===== config.mk =====
export PLATFORM = sky130hd
export DESIGN_NAME = dsm_mode_ctrl
export DESIGN_NICKNAME = d
export VERILOG_FILES = /design/src/rtl/dsm_pkg.sv /design/src/rtl/dsm_shadow.sv /design/src/rtl/dsm_active.sv /design/src/rtl/dsm_route.sv /design/src/rtl/dsm_mode_ctrl.sv
export SDC_FILE = /design/constraint.sdc
export NUM_CORES = 1
export LEC_CHECK = 0
export BUFFER_PORTS_ARGS = -buffer_cell sky130_fd_sc_hd__buf_4
export CAP_MARGIN = 40
export CORE_AREA = 2 2 39 41
export DETAILED_ROUTE_END_ITERATION = 10
export DIE_AREA = 0 0 41 43
export PLACE_DENSITY = 0.62
export SYNTH_ARGS = -nofsm -noshare
export SYNTH_HDL_FRONTEND = slang
export SYNTH_SLANG_ARGS = --single-unit

===== constraint.sdc =====
create_clock -name clk -period 2.5 [get_ports clk]
set_input_delay 0.75 -clock clk [delete_from_list [all_inputs] [get_ports clk]]
set_output_delay 0.75 -clock clk [all_outputs]
set_load 0.01 [all_outputs]

===== src/rtl/dsm_pkg.sv =====
package dsm_pkg;
  localparam int MODE_W = 2;

  typedef enum logic [MODE_W-1:0] {
    DM_INT  = 2'b00,
    DM_EXT  = 2'b01,
    DM_RSV2 = 2'b10,
    DM_RSV3 = 2'b11
  } dmode_t;

  function automatic logic mode_legal(input logic [MODE_W-1:0] m);
    return (m == DM_INT) || (m == DM_EXT);
  endfunction
endpackage


===== src/rtl/dsm_shadow.sv =====
module dsm_shadow
  import dsm_pkg::*;
(
  input  logic              clk,
  input  logic              rst,
  input  logic              wr_en,
  input  logic [MODE_W-1:0] wr_mode,
  input  logic              wr_ram,
  input  logic              xfer,
  output dmode_t            sh_mode,
  output logic              sh_ram,
  output logic              pend,
  output logic              wr_ok
);
  assign wr_ok = wr_en && mode_legal(wr_mode);

  always_ff @(posedge clk) begin
    if (rst) begin
      sh_mode <= DM_INT;
      sh_ram  <= 1'b0;
      pend    <= 1'b0;
    end else begin
      if (wr_ok) begin
        sh_mode <= dmode_t'(wr_mode);
        sh_ram  <= wr_ram;
      end
      if (wr_ok)     pend <= 1'b1;
      else if (xfer) pend <= 1'b0;
    end
  end
endmodule


===== src/rtl/dsm_active.sv =====
module dsm_active
  import dsm_pkg::*;
(
  input  logic   clk,
  input  logic   rst,
  input  dmode_t sh_mode,
  input  logic   sh_ram,
  input  logic   pend,
  input  logic   wr_ok,
  input  logic   int_fe,
  input  logic   ext_fe,
  input  logic   hs_write,
  output dmode_t live_mode,
  output logic   live_ram,
  output logic   live_ext,
  output logic   xfer,
  output logic   err_q
);
  logic fe_live;

  assign live_ext = (live_mode == DM_EXT);
  assign fe_live  = live_ext ? ext_fe : int_fe;
  assign xfer     = pend && fe_live && !wr_ok;

  always_ff @(posedge clk) begin
    if (rst) begin
      live_mode <= DM_INT;
      live_ram  <= 1'b0;
      err_q     <= 1'b0;
    end else begin
      if (xfer) begin
        live_mode <= sh_mode;
        live_ram  <= sh_ram;
      end
      err_q <= live_ext && !hs_write;
    end
  end
endmodule


===== src/rtl/dsm_route.sv =====
module dsm_route #(
  parameter int NFEAT = 3
) (
  input  logic             live_ext,
  input  logic             int_tick,
  input  logic             dot_tick,
  input  logic [NFEAT-1:0] feat_req,
  output logic [NFEAT-1:0] feat_en,
  output logic             ref_tick
);
  assign ref_tick = live_ext ? dot_tick : int_tick;

  for (genvar g = 0; g < NFEAT; g++) begin : g_mask
    assign feat_en[g] = feat_req[g] & ~live_ext;
  end
endmodule


===== src/rtl/dsm_mode_ctrl.sv =====
module dsm_mode_ctrl
  import dsm_pkg::*;
#(
  parameter int NFEAT = 3
) (
  input  logic              clk,
  input  logic              rst,
  input  logic              wr_en,
  input  logic [MODE_W-1:0] wr_mode,
  input  logic              wr_ram,
  input  logic              hs_write,
  input  logic              int_frame_end,
  input  logic              ext_frame_end,
  input  logic              int_tick,
  input  logic              dot_tick,
  input  logic [NFEAT-1:0]  feat_req,
  output logic [MODE_W-1:0] act_mode,
  output logic              act_ram,
  output logic              ext_active,
  output logic              pending,
  output logic              ref_tick,
  output logic [NFEAT-1:0]  feat_en,
  output logic              cfg_err
);
  dmode_t sh_mode, live_mode;
  logic   sh_ram, wr_ok, xfer, live_ext;

  dsm_shadow u_shadow (
    .clk(clk), .rst(rst), .wr_en(wr_en), .wr_mode(wr_mode), .wr_ram(wr_ram),
    .xfer(xfer), .sh_mode(sh_mode), .sh_ram(sh_ram), .pend(pending), .wr_ok(wr_ok)
  );

  dsm_active u_active (
    .clk(clk), .rst(rst), .sh_mode(sh_mode), .sh_ram(sh_ram), .pend(pending),
    .wr_ok(wr_ok), .int_fe(int_frame_end), .ext_fe(ext_frame_end),
    .hs_write(hs_write), .live_mode(live_mode), .live_ram(act_ram),
    .live_ext(live_ext), .xfer(xfer), .err_q(cfg_err)
  );

  dsm_route #(.NFEAT(NFEAT)) u_route (
    .live_ext(live_ext), .int_tick(int_tick), .dot_tick(dot_tick),
    .feat_req(feat_req), .feat_en(feat_en), .ref_tick(ref_tick)
  );

  assign act_mode   = live_mode;
  assign ext_active = live_ext;
endmodule


==> out/metrics.yaml, run 1 <==
run_status:
  status: "finished clean"
logic_synthesis:
  synth_nets: 50
  yosysTopAreaCell: "dfxtp_1"
  synth-simple-area-share_pct: 29.8
  synth_commonest_cells: "dfxtp_1 (8), nand2b_1 (6), mux2i_1 (5)"
  synth_area_sq_um: 369
  synth_seq_cells: 8
  synth.top_cell.area_share_pct: 43.4
  muxShareOfSynthArea_pct: 20.3
  syn_inst: 36
  async_flop_share_pct: 0
  synth-main-ff-cell: "dfxtp_1"
  yosysWarnings: 0
  synth-compound-area-share_pct: 1.36
  netlist-cell-type-count: 15
  synth_fa_ha_area_share_pct: 0
  synth_edf_count: 0
  ys_seq_area_share_pct: 43.4
  syn_avg_cell_area_sq_um: 10.3
  synthTopCellsByArea: "dfxtp_1 (43%), mux2i_1 (14%), nand2b_1 (10%)"
  synth_xor_area_share_pct: 0
  synthMostInstantiatedCell: "dfxtp_1"
  synth_top_family_by_area: "simple AND/OR/NAND/NOR gates"
worst_setup_path:
  r2r_slack_ns: 1.11
  path_class: "reg -> out"
  crit_chain: "nand2b_1 > mux2_1 > buf_4"
  r2r-start: "u_active.live_mode[1]"
  slowest_delay_ns: 0.35
  arrival_ns: 1.37
  critPathTopFamily: "multiplexers"
  crit_buf_inv: 1
  r2r_cells: 4
  cp-start-kind: "register"
  cp-startpoint: "u_active.live_mode[1]"
  worst-path-max-fanout: 7
  reg2reg_to: "u_active.live_mode[0]"
  crit_required_ns: 1.75
  crit_path_top_delay_cell: "mux2_1"
  end_kind: "primary output"
  cp.depth: 3
finish:
  drive_gt1_share_pct: 48.3
  diodes: 0
  nets: 76
  areaGrowthSynthToFinish_pct: 54.2
  final_area_sq_um: 569
clock_network:
  clk_pin_slew_ns: 0.05
  cts_tree: "yes"
  clkLatencyLatePin_ns: 0.25
  postCtsSetupRepairBufs: 0
  cts.sink_count: 8
  cts-root-buf: "clkbuf_4"
  cts-buffers-inserted: 3
  cts_resized: 0
  cts_buffer_depth: 2
  ctsHoldBuffers: 0
  htree_levels: 1
timing:
  setup-violations-final: 0
  worst_pin_slew_ns: 0.287
  finalCriticalPeriod_ns: 2.12
  slew_headroom_pct: 80.8
  hold_violations: 0
  clock.fmax_mhz: 472
  skew_ns: 0.00386
  rsz0062_at_grt: "false"
  fin_crit_sh_pct: 84.8
  final-max-slew-violation-count: 0
  final.setup.tns_ns: 0
hold_path:
  hold_start: "u_shadow.sh_mode[1]"
  hold_path_class: "reg -> reg"
  holdPathEnd: "u_shadow.sh_mode[1]"
  holdPathStages: 2
global_routing:
  grt_pass1_vias: 238
  grt_usage_pct: 8.56
  grt_max_degree: 11
  antenna_found_initial: 0
  grt_pass1_wl_um: 938
  grt_overflow: 0
floorplanning:
  die_h_um: 43
  core_area_sq_um: 1380
  die_area_sq_um: 1760
  start_util_pct: 26.7
  core.rowCount: 14
  die_w_um: 41
  io_pins: 24
placed_design:
  numPortBuffers: 23
  globalplace.congestion: 0.628
  placed_cell_area_sq_um: 547
detailed_routing:
  detailroute.via_count: 326
  drc_errors: 0
  ant_nets: 0
  via_per_inst: 4.29
  wl_um: 702
  wl_per_cell_um: 9.24
  first_pass_iters: 1
  drtIter0Drc: 0
flow_run:
  cap_violations: 0
power_and_ir_drop:
  p_leak_nw: 0.260
  ir_worst_vdd_uv: 232
  powerDensity_nw_per_um2: 473
[cell usage in the layout (no fill, tap or decap)]
master,instances
nor3b_4,1
nor3_1,1
clkbuf_4,3
dfxtp_1,8
buf_4,23
mux2i_1,5
and2b_1,1
nor2_1,4
inv_2,1
nand2b_1,6
and2_1,3
mux2i_2,1
or2b_1,1
mux2_1,1
a21oi_1,1
[where the power goes]
part | internal (mW) | switching [mW] | total [mW]
registers | 0.130 | 0.00144 | 0.132
logic | 0.0265 | 0.0140 | 0.0405
clock network | 0.0548 | 0.0422 | 0.0970
total | 0.212 | 0.0577 | 0.269
[sequential cells by signal, summed over array words and instances (netlist names)]
register,cells
u_active.live_mode,2
u_shadow.sh_mode,2
u_active.err_q,1
u_active.live_ram,1
u_shadow.pend,1
u_shadow.sh_ram,1
[layout make-up]
cell class / count / area (sq um)
sequential: 8 / 160
multi-input combinational: 25 / 190
timing repair buffer: 23 / 173
fill: 151 / 815
tap: 16 / 20.0
inverter: 1 / 3.75
clock buffer: 3 / 22.5
[logic make-up after synthesis]
group | count (synthesis)
AO/OA/AOI/OAI | 1
flip-flops | 8
buffers and inverters | 3
AND/OR/NAND/NOR | 17
multiplexers | 7
[worst min-delay path: stages, from the launching register on]
cell	delay [ns]
dfxtp_1	0.29
nand2b_1	0.08
nor2_1	0.04
[worst max path at each step]
stage | slack [ns] | end
floorplan | 0.68 | ref_tick
global placement | 0.47 | ref_tick
detailed placement | 0.47 | ref_tick
CTS | 0.35 | ref_tick
global route | 0.30 | ref_tick
finish | 0.38 | ref_tick
[metrics by stage]
step                power (mW)  utilization (%)  cells  setup slack, ns  hold WS (ns)
floorplan                0.152                -     36            0.675         0.433
global placement         0.175             39.5     73            0.471         0.453
detailed placement       0.176             39.5     73            0.468         0.455
CTS                      0.276             41.1     76            0.351         0.464
global route             0.284             41.1     76            0.295         0.485
finish                   0.269             41.1     76            0.381         0.462
[metal layers]
layer	wire length, um	up-vias	track usage [%]
met5	0	-	0
met4	28	0	12.0
met2	267	20	9.69
met1	282	137	10.4
li1	-	165	-
met3	123	4	2.09
Note: power is estimated with default switching activity, not from simulation.
==> inputs of run 2 (changes only) <==
Clock period 2.5 ns to 2.05 ns, I/O delays scaled along.
==> run 2 against run 1 <==
- clock power increased by 19%
- global-route usage decreased by 0.20 points
- first-iteration DRC count increased by 1
- clock-buffer cell count unchanged
- wire length increased by 0.43%
- total power increased by 21%
- sequential power increased by 22%
- cell count increased by 1.3%
- via count decreased by 0.92%
- critical endpoint unchanged
- largest cell class unchanged
- largest power group unchanged
==> out/metrics.yaml, run 2 (synthesized netlist as in run 1, its figures left out) <==
run_status:
  status: "finished clean"
worst_setup_path:
  crit_required_ns: 1.43
  r2r-start: "u_active.live_mode[1]"
  worst-path-max-fanout: 3
  cp-startpoint: "u_active.live_mode[1]"
  endpoint: "ref_tick"
  crit_path_top_delay_cell: "dfxtp_1"
  crit_chain: "nand2b_1 > mux2_1 > buf_4"
  cp.depth: 3
  critPathTopFamily: "flip-flops"
  end_kind: "primary output"
  r2r_slack_ns: 0.65
  cp-start-kind: "register"
  path_class: "reg -> out"
  r2r_cells: 5
  arrival_ns: 1.20
  reg2reg_to: "u_active.live_mode[1]"
  slowest_delay_ns: 0.34
  crit_buf_inv: 1
finish:
  reg.largest.list: "u_active.live_mode (2), u_shadow.sh_mode (2)"
  layout_commonest_cell: "buf_4"
  finalNonFillerCells: 77
  diodes: 0
  areaGrowthSynthToFinish_pct: 56.3
  n_fill_cell: 146
  regArea_sq_um: 160
  nets: 77
  mostFrequentLayoutCells: "buf_4 (24), dfxtp_1 (8), nand2b_1 (6)"
  drive_gt1_share_pct: 49.2
  multi_input_area_sq_um: 190
  finish.utilization_pct: 41.7
clock_network:
  cts-buffers-inserted: 3
  cts_buffer_depth: 2
  clk_pin_slew_ns: 0.05
  cts_tree: "yes"
  postCtsSetupRepairBufs: 0
  ctsHoldBuffers: 0
  cts.sink_count: 8
  htree_levels: 1
  clkLatencyLatePin_ns: 0.24
  cts-root-buf: "clkbuf_4"
  cts_resized: 0
timing:
  clock.fmax_mhz: 551
  final.setup.tns_ns: 0
  skew_ns: 0.000392
  setup-violations-final: 0
  rsz0062_at_grt: "false"
  finalCriticalPeriod_ns: 1.82
  slew_headroom_pct: 82.6
  hold_ws_ns: 0.456
  worst_pin_slew_ns: 0.255
  fin_crit_sh_pct: 88.6
  hold_violations: 0
  final-max-slew-violation-count: 0
global_routing:
  grt_pass1_wl_um: 986
  grt_usage_pct: 8.36
  grt_overflow: 0
  antenna_found_initial: 0
  grt_pass1_vias: 255
  grt_max_degree: 11
power_and_ir_drop:
  p_leak_nw: 0.264
  pwr-share-clk_pct: 35.3
  switching_share_pct: 20.7
  p_int_uw: 258
  combPwrFrac_pct: 15.3
  seq_power_share_pct: 49.4
  total_power_uw: 325
  p_sw_uw: 67.3
  ir_worst_vdd_uv: 354
  powerDensity_nw_per_um2: 564
detailed_routing:
  ant_nets: 0
  route.met2.wl_um: 299
  wl_met1_um: 294
  detailroute.via_count: 323
  met3_length_um: 111
  drtIter0Drc: 1
  wl_um: 705
  via_per_inst: 4.19
  top_layer: "met3"
  wl_per_cell_um: 9.16
  drc_errors: 0
  first_pass_iters: 3
floorplanning:
  io_pins: 24
  start_util_pct: 26.7
  die_h_um: 43
  core.rowCount: 14
  core_area_sq_um: 1380
  die_area_sq_um: 1760
  die_w_um: 41
placed_design:
  numPortBuffers: 23
  post-place-cells: 74
  hpwl_um: 578
  globalplace.congestion: 0.624
hold_path:
  hold_start: "u_shadow.sh_mode[1]"
  holdPathStages: 2
  hold_path_class: "reg -> reg"
flow_run:
  cap_violations: 0
==> run 2: cell count changes in the layout (fill, tap and decap cells not counted), sizes merged <==
cell and change:
buf +1
==> run 2: cell type report <==
type | count | area share, %
Multi-Input combinational cell | 25 | 33.0
Timing Repair Buffer | 24 | 31.2
Sequential cell | 8 | 27.8
Clock buffer | 3 | 3.90
Tap cell | 16 | 3.47
Inverter | 1 | 0.651
==> run 2: worst min-delay path by stage <==
stage,slack (ns),endpoint
floorplan,0.43,u_shadow.sh_mode[1]
global placement,0.45,u_shadow.sh_mode[1]
detailed placement,0.45,u_shadow.sh_mode[1]
CTS,0.46,u_shadow.sh_mode[1]
global route,0.49,u_active.live_mode[0]
finish,0.46,u_shadow.sh_mode[1]
==> run 2: worst register-to-register path, delay by kind of cell, from the launching register on <==
kind | cells | cell delay [ns]
buf+inv | 1 | 0.17
mux | 2 | 0.38
simple gates | 2 | 0.46
flops | 1 | 0.32
==> run 2: power by group through the flow <==
stage	Combinational [mW]	Clock, mW	Sequential, mW
floorplan	0.0212	0	0.164
global placement	0.0501	0	0.164
detailed placement	0.0507	0	0.164
CTS	0.0507	0.121	0.161
global route	0.0540	0.130	0.161
finish	0.0498	0.115	0.161
==> run 2: routing by layer <==
layer	vias to the layer above	GRT usage [%]
met1	139	10.7
met2	18	10.6
met4	0	6.00
met5	-	0
li1	166	-
met3	0	3.66
==> run 2: through the flow <==
stage          cell area, sq um  setup WS, ns
4_1_cts                     577         0.213
3_5_place_dp                554         0.284
6_report                    577         0.234
5_1_grt                     577         0.154
3_3_place_gp                554         0.293
2_1_floorplan               369         0.473
==> inputs of run 3 (changes only) <==
Settings changed: PLACE_DENSITY 0.62 to 0.65, SYNTH_HIERARCHICAL set to 1, TNS_END_PERCENT set to 50.
==> run 3 against run 2 <==
- worst setup slack got worse by 0.086 ns
- clock power increased by 3%
- worst hold slack improved by 0.018 ns
- sequential share of layout area decreased by 2.3 points
- clock skew increased by 0.0012 ns
- total power increased by 4.3%
- clock-buffer cell count unchanged
- first-iteration DRC count increased by 100%
- cell count increased by 2.6%
- highest routed layer is now met4
==> out/metrics.yaml, run 3 <==
run_status:
  status: "finished clean"
worst_setup_path:
  arrival_ns: 1.29
  r2r_cells: 5
  cp-start-kind: "register"
  path_class: "reg -> out"
  r2r_slack_ns: 0.83
  cp-startpoint: "u_active/live_mode[0]"
  slowest_delay_ns: 0.35
  worst-path-max-fanout: 7
  crit_chain: "nor2b_4 > mux2_4 > buf_4"
  crit_buf_inv: 1
  crit_path_top_delay_cell: "dfxtp_1"
  crit_required_ns: 1.43
  reg2reg_to: "u_shadow/pend"
  r2r-start: "u_active/live_mode[0]"
  critPathTopFamily: "flip-flops"
  end_kind: "primary output"
finish:
  diodes: 0
  layout_commonest_cell: "buf_4"
  drive_gt1_share_pct: 54.0
  n_fill_cell: 148
  reg.largest.list: "u_active/live_mode (2), u_shadow/sh_mode (2)"
  mostFrequentLayoutCells: "buf_4 (23), dfxtp_1 (8), nand2b_1 (5)"
  nets: 79
  areaGrowthSynthToFinish_pct: 52.1
  final_area_sq_um: 628
  finish.utilization_pct: 45.4
hold_path:
  hold_path_class: "reg -> reg"
  holdPathEnd: "u_active/live_ram"
  hold_start: "u_active/live_ram"
  holdPathStages: 2
logic_synthesis:
  synth.top_cell.area_share_pct: 38.8
  synth-main-ff-cell: "dfxtp_1"
  ys_seq_area_share_pct: 38.8
  syn_avg_cell_area_sq_um: 11.2
  synth_commonest_cells: "dfxtp_1 (8), nand2b_1 (5), mux2i_1 (4)"
  async_flop_share_pct: 0
  yosysWarnings: 6
  synth_seq_cells: 8
  netlist-cell-type-count: 17
  synthTopCellsByArea: "dfxtp_1 (39%), mux2i_1 (9.7%), nand2b_1 (7.6%)"
  yosysTopAreaCell: "dfxtp_1"
  synth_nets: 51
  synth_edf_count: 0
  syn_inst: 37
  synth_area_sq_um: 413
  synthMostInstantiatedCell: "dfxtp_1"
flow_run:
  cap_violations: 0
clock_network:
  cts_tree: "yes"
  postCtsSetupRepairBufs: 0
  cts-root-buf: "clkbuf_4"
  cts.sink_count: 8
  cts-buffers-inserted: 3
  cts_resized: 0
  clkLatencyLatePin_ns: 0.25
  clk_pin_slew_ns: 0.05
  htree_levels: 1
  cts_buffer_depth: 2
  ctsHoldBuffers: 0
power_and_ir_drop:
  seq_power_share_pct: 47.9
  p_leak_nw: 0.270
  powerDensity_nw_per_um2: 541
  combPwrFrac_pct: 17.0
  switching_share_pct: 22.3
  ir_worst_vdd_uv: 398
  p_int_uw: 264
  pwr-share-clk_pct: 35.1
  p_sw_uw: 75.7
timing:
  rsz0062_at_grt: "false"
  final.setup.tns_ns: 0
  slew_headroom_pct: 86.6
  setup_ws_ns: 0.148
  setup-violations-final: 0
  hold_ws_ns: 0.474
  worst_pin_slew_ns: 0.199
  fin_crit_sh_pct: 92.8
  final-max-slew-violation-count: 0
  skew_ns: 0.00163
  clock.fmax_mhz: 526
  finalCriticalPeriod_ns: 1.90
  hold_violations: 0
detailed_routing:
  wl_per_cell_um: 11.1
  met3_length_um: 146
  ant_nets: 0
  first_pass_iters: 4
  drtIter0Drc: 2
  via_per_inst: 4.76
  wl_met1_um: 315
  route.met2.wl_um: 408
  top_layer: "met4"
  wl_um: 879
  drc_errors: 0
  detailroute.via_count: 376
placed_design:
  numPortBuffers: 23
  place_ws_ns: 0.313
  hpwl_um: 677
  placed_cell_area_sq_um: 606
  globalplace.congestion: 0.622
global_routing:
  grt_overflow: 0
  grt_max_degree: 13
  grt_usage_pct: 11.7
  antenna_found_initial: 0
  grt_pass1_wl_mm: 1.37
  grt_pass1_vias: 346
floorplanning:
  io_pins: 24
  die_area_sq_um: 1760
  die_h_um: 43
  start_util_pct: 29.8
  die_w_um: 41
  core_area_sq_um: 1380
  core.rowCount: 14
run 3: area by class of cell:
| type | count | area [sq um] | share of cell area [%] |
|---|---|---|---|
| Multi-Input combinational cell | 29 | 253 | 40.2 |
| Sequential cell | 8 | 160 | 25.5 |
| Tap cell | 16 | 20.0 | 3.19 |
| Clock buffer | 3 | 22.5 | 3.59 |
| Timing Repair Buffer | 23 | 173 | 27.5 |
run 3: metrics by stage:
step                total power [mW]  cells
floorplan                      0.189     37
global placement               0.223     76
detailed placement             0.224     76
CTS                            0.347     79
global route                   0.361     79
finish                         0.340     79
run 3: power by group through the flow:
stage / Combinational, mW / Clock [mW] / Sequential [mW]
CTS: 0.0584 / 0.126 / 0.163
global placement: 0.0571 / 0 / 0.166
finish: 0.0576 / 0.119 / 0.163
detailed placement: 0.0581 / 0 / 0.166
floorplan: 0.0232 / 0 / 0.166
global route: 0.0632 / 0.134 / 0.163
run 3: cells by family after synthesis:
| logic type | share of synthesized area, % |
|---|---|
| flops | 38.8 |
| compound gates | 7.88 |
| simple gates | 40.0 |
| mux | 13.3 |
run 3: worst min-delay path: cells and delay by family (launching register included):
family | cells | cell delay [ns]
flip-flops | 1 | 0.31
multiplexers | 1 | 0.06
AND/OR/NAND/NOR | 1 | 0.06
run 3: worst max-delay path by stage:
| stage | to | slack [ns] | cells after the start |
|---|---|---|---|
| finish | ref_tick | 0.15 | 3 |
| global route | ref_tick | 0.06 | 3 |
| CTS | ref_tick | 0.12 | 3 |
| detailed placement | ref_tick | 0.31 | 3 |
| global placement | ref_tick | 0.32 | 3 |
| floorplan | ref_tick | 0.48 | 2 |
run 3: metal layers:
layer | vias to the layer above | track usage [%]
li1 | 184 | -
met1 | 162 | 12.1
met2 | 28 | 18.4
met3 | 2 | 8.90
met4 | 0 | 2.00
met5 | - | 0
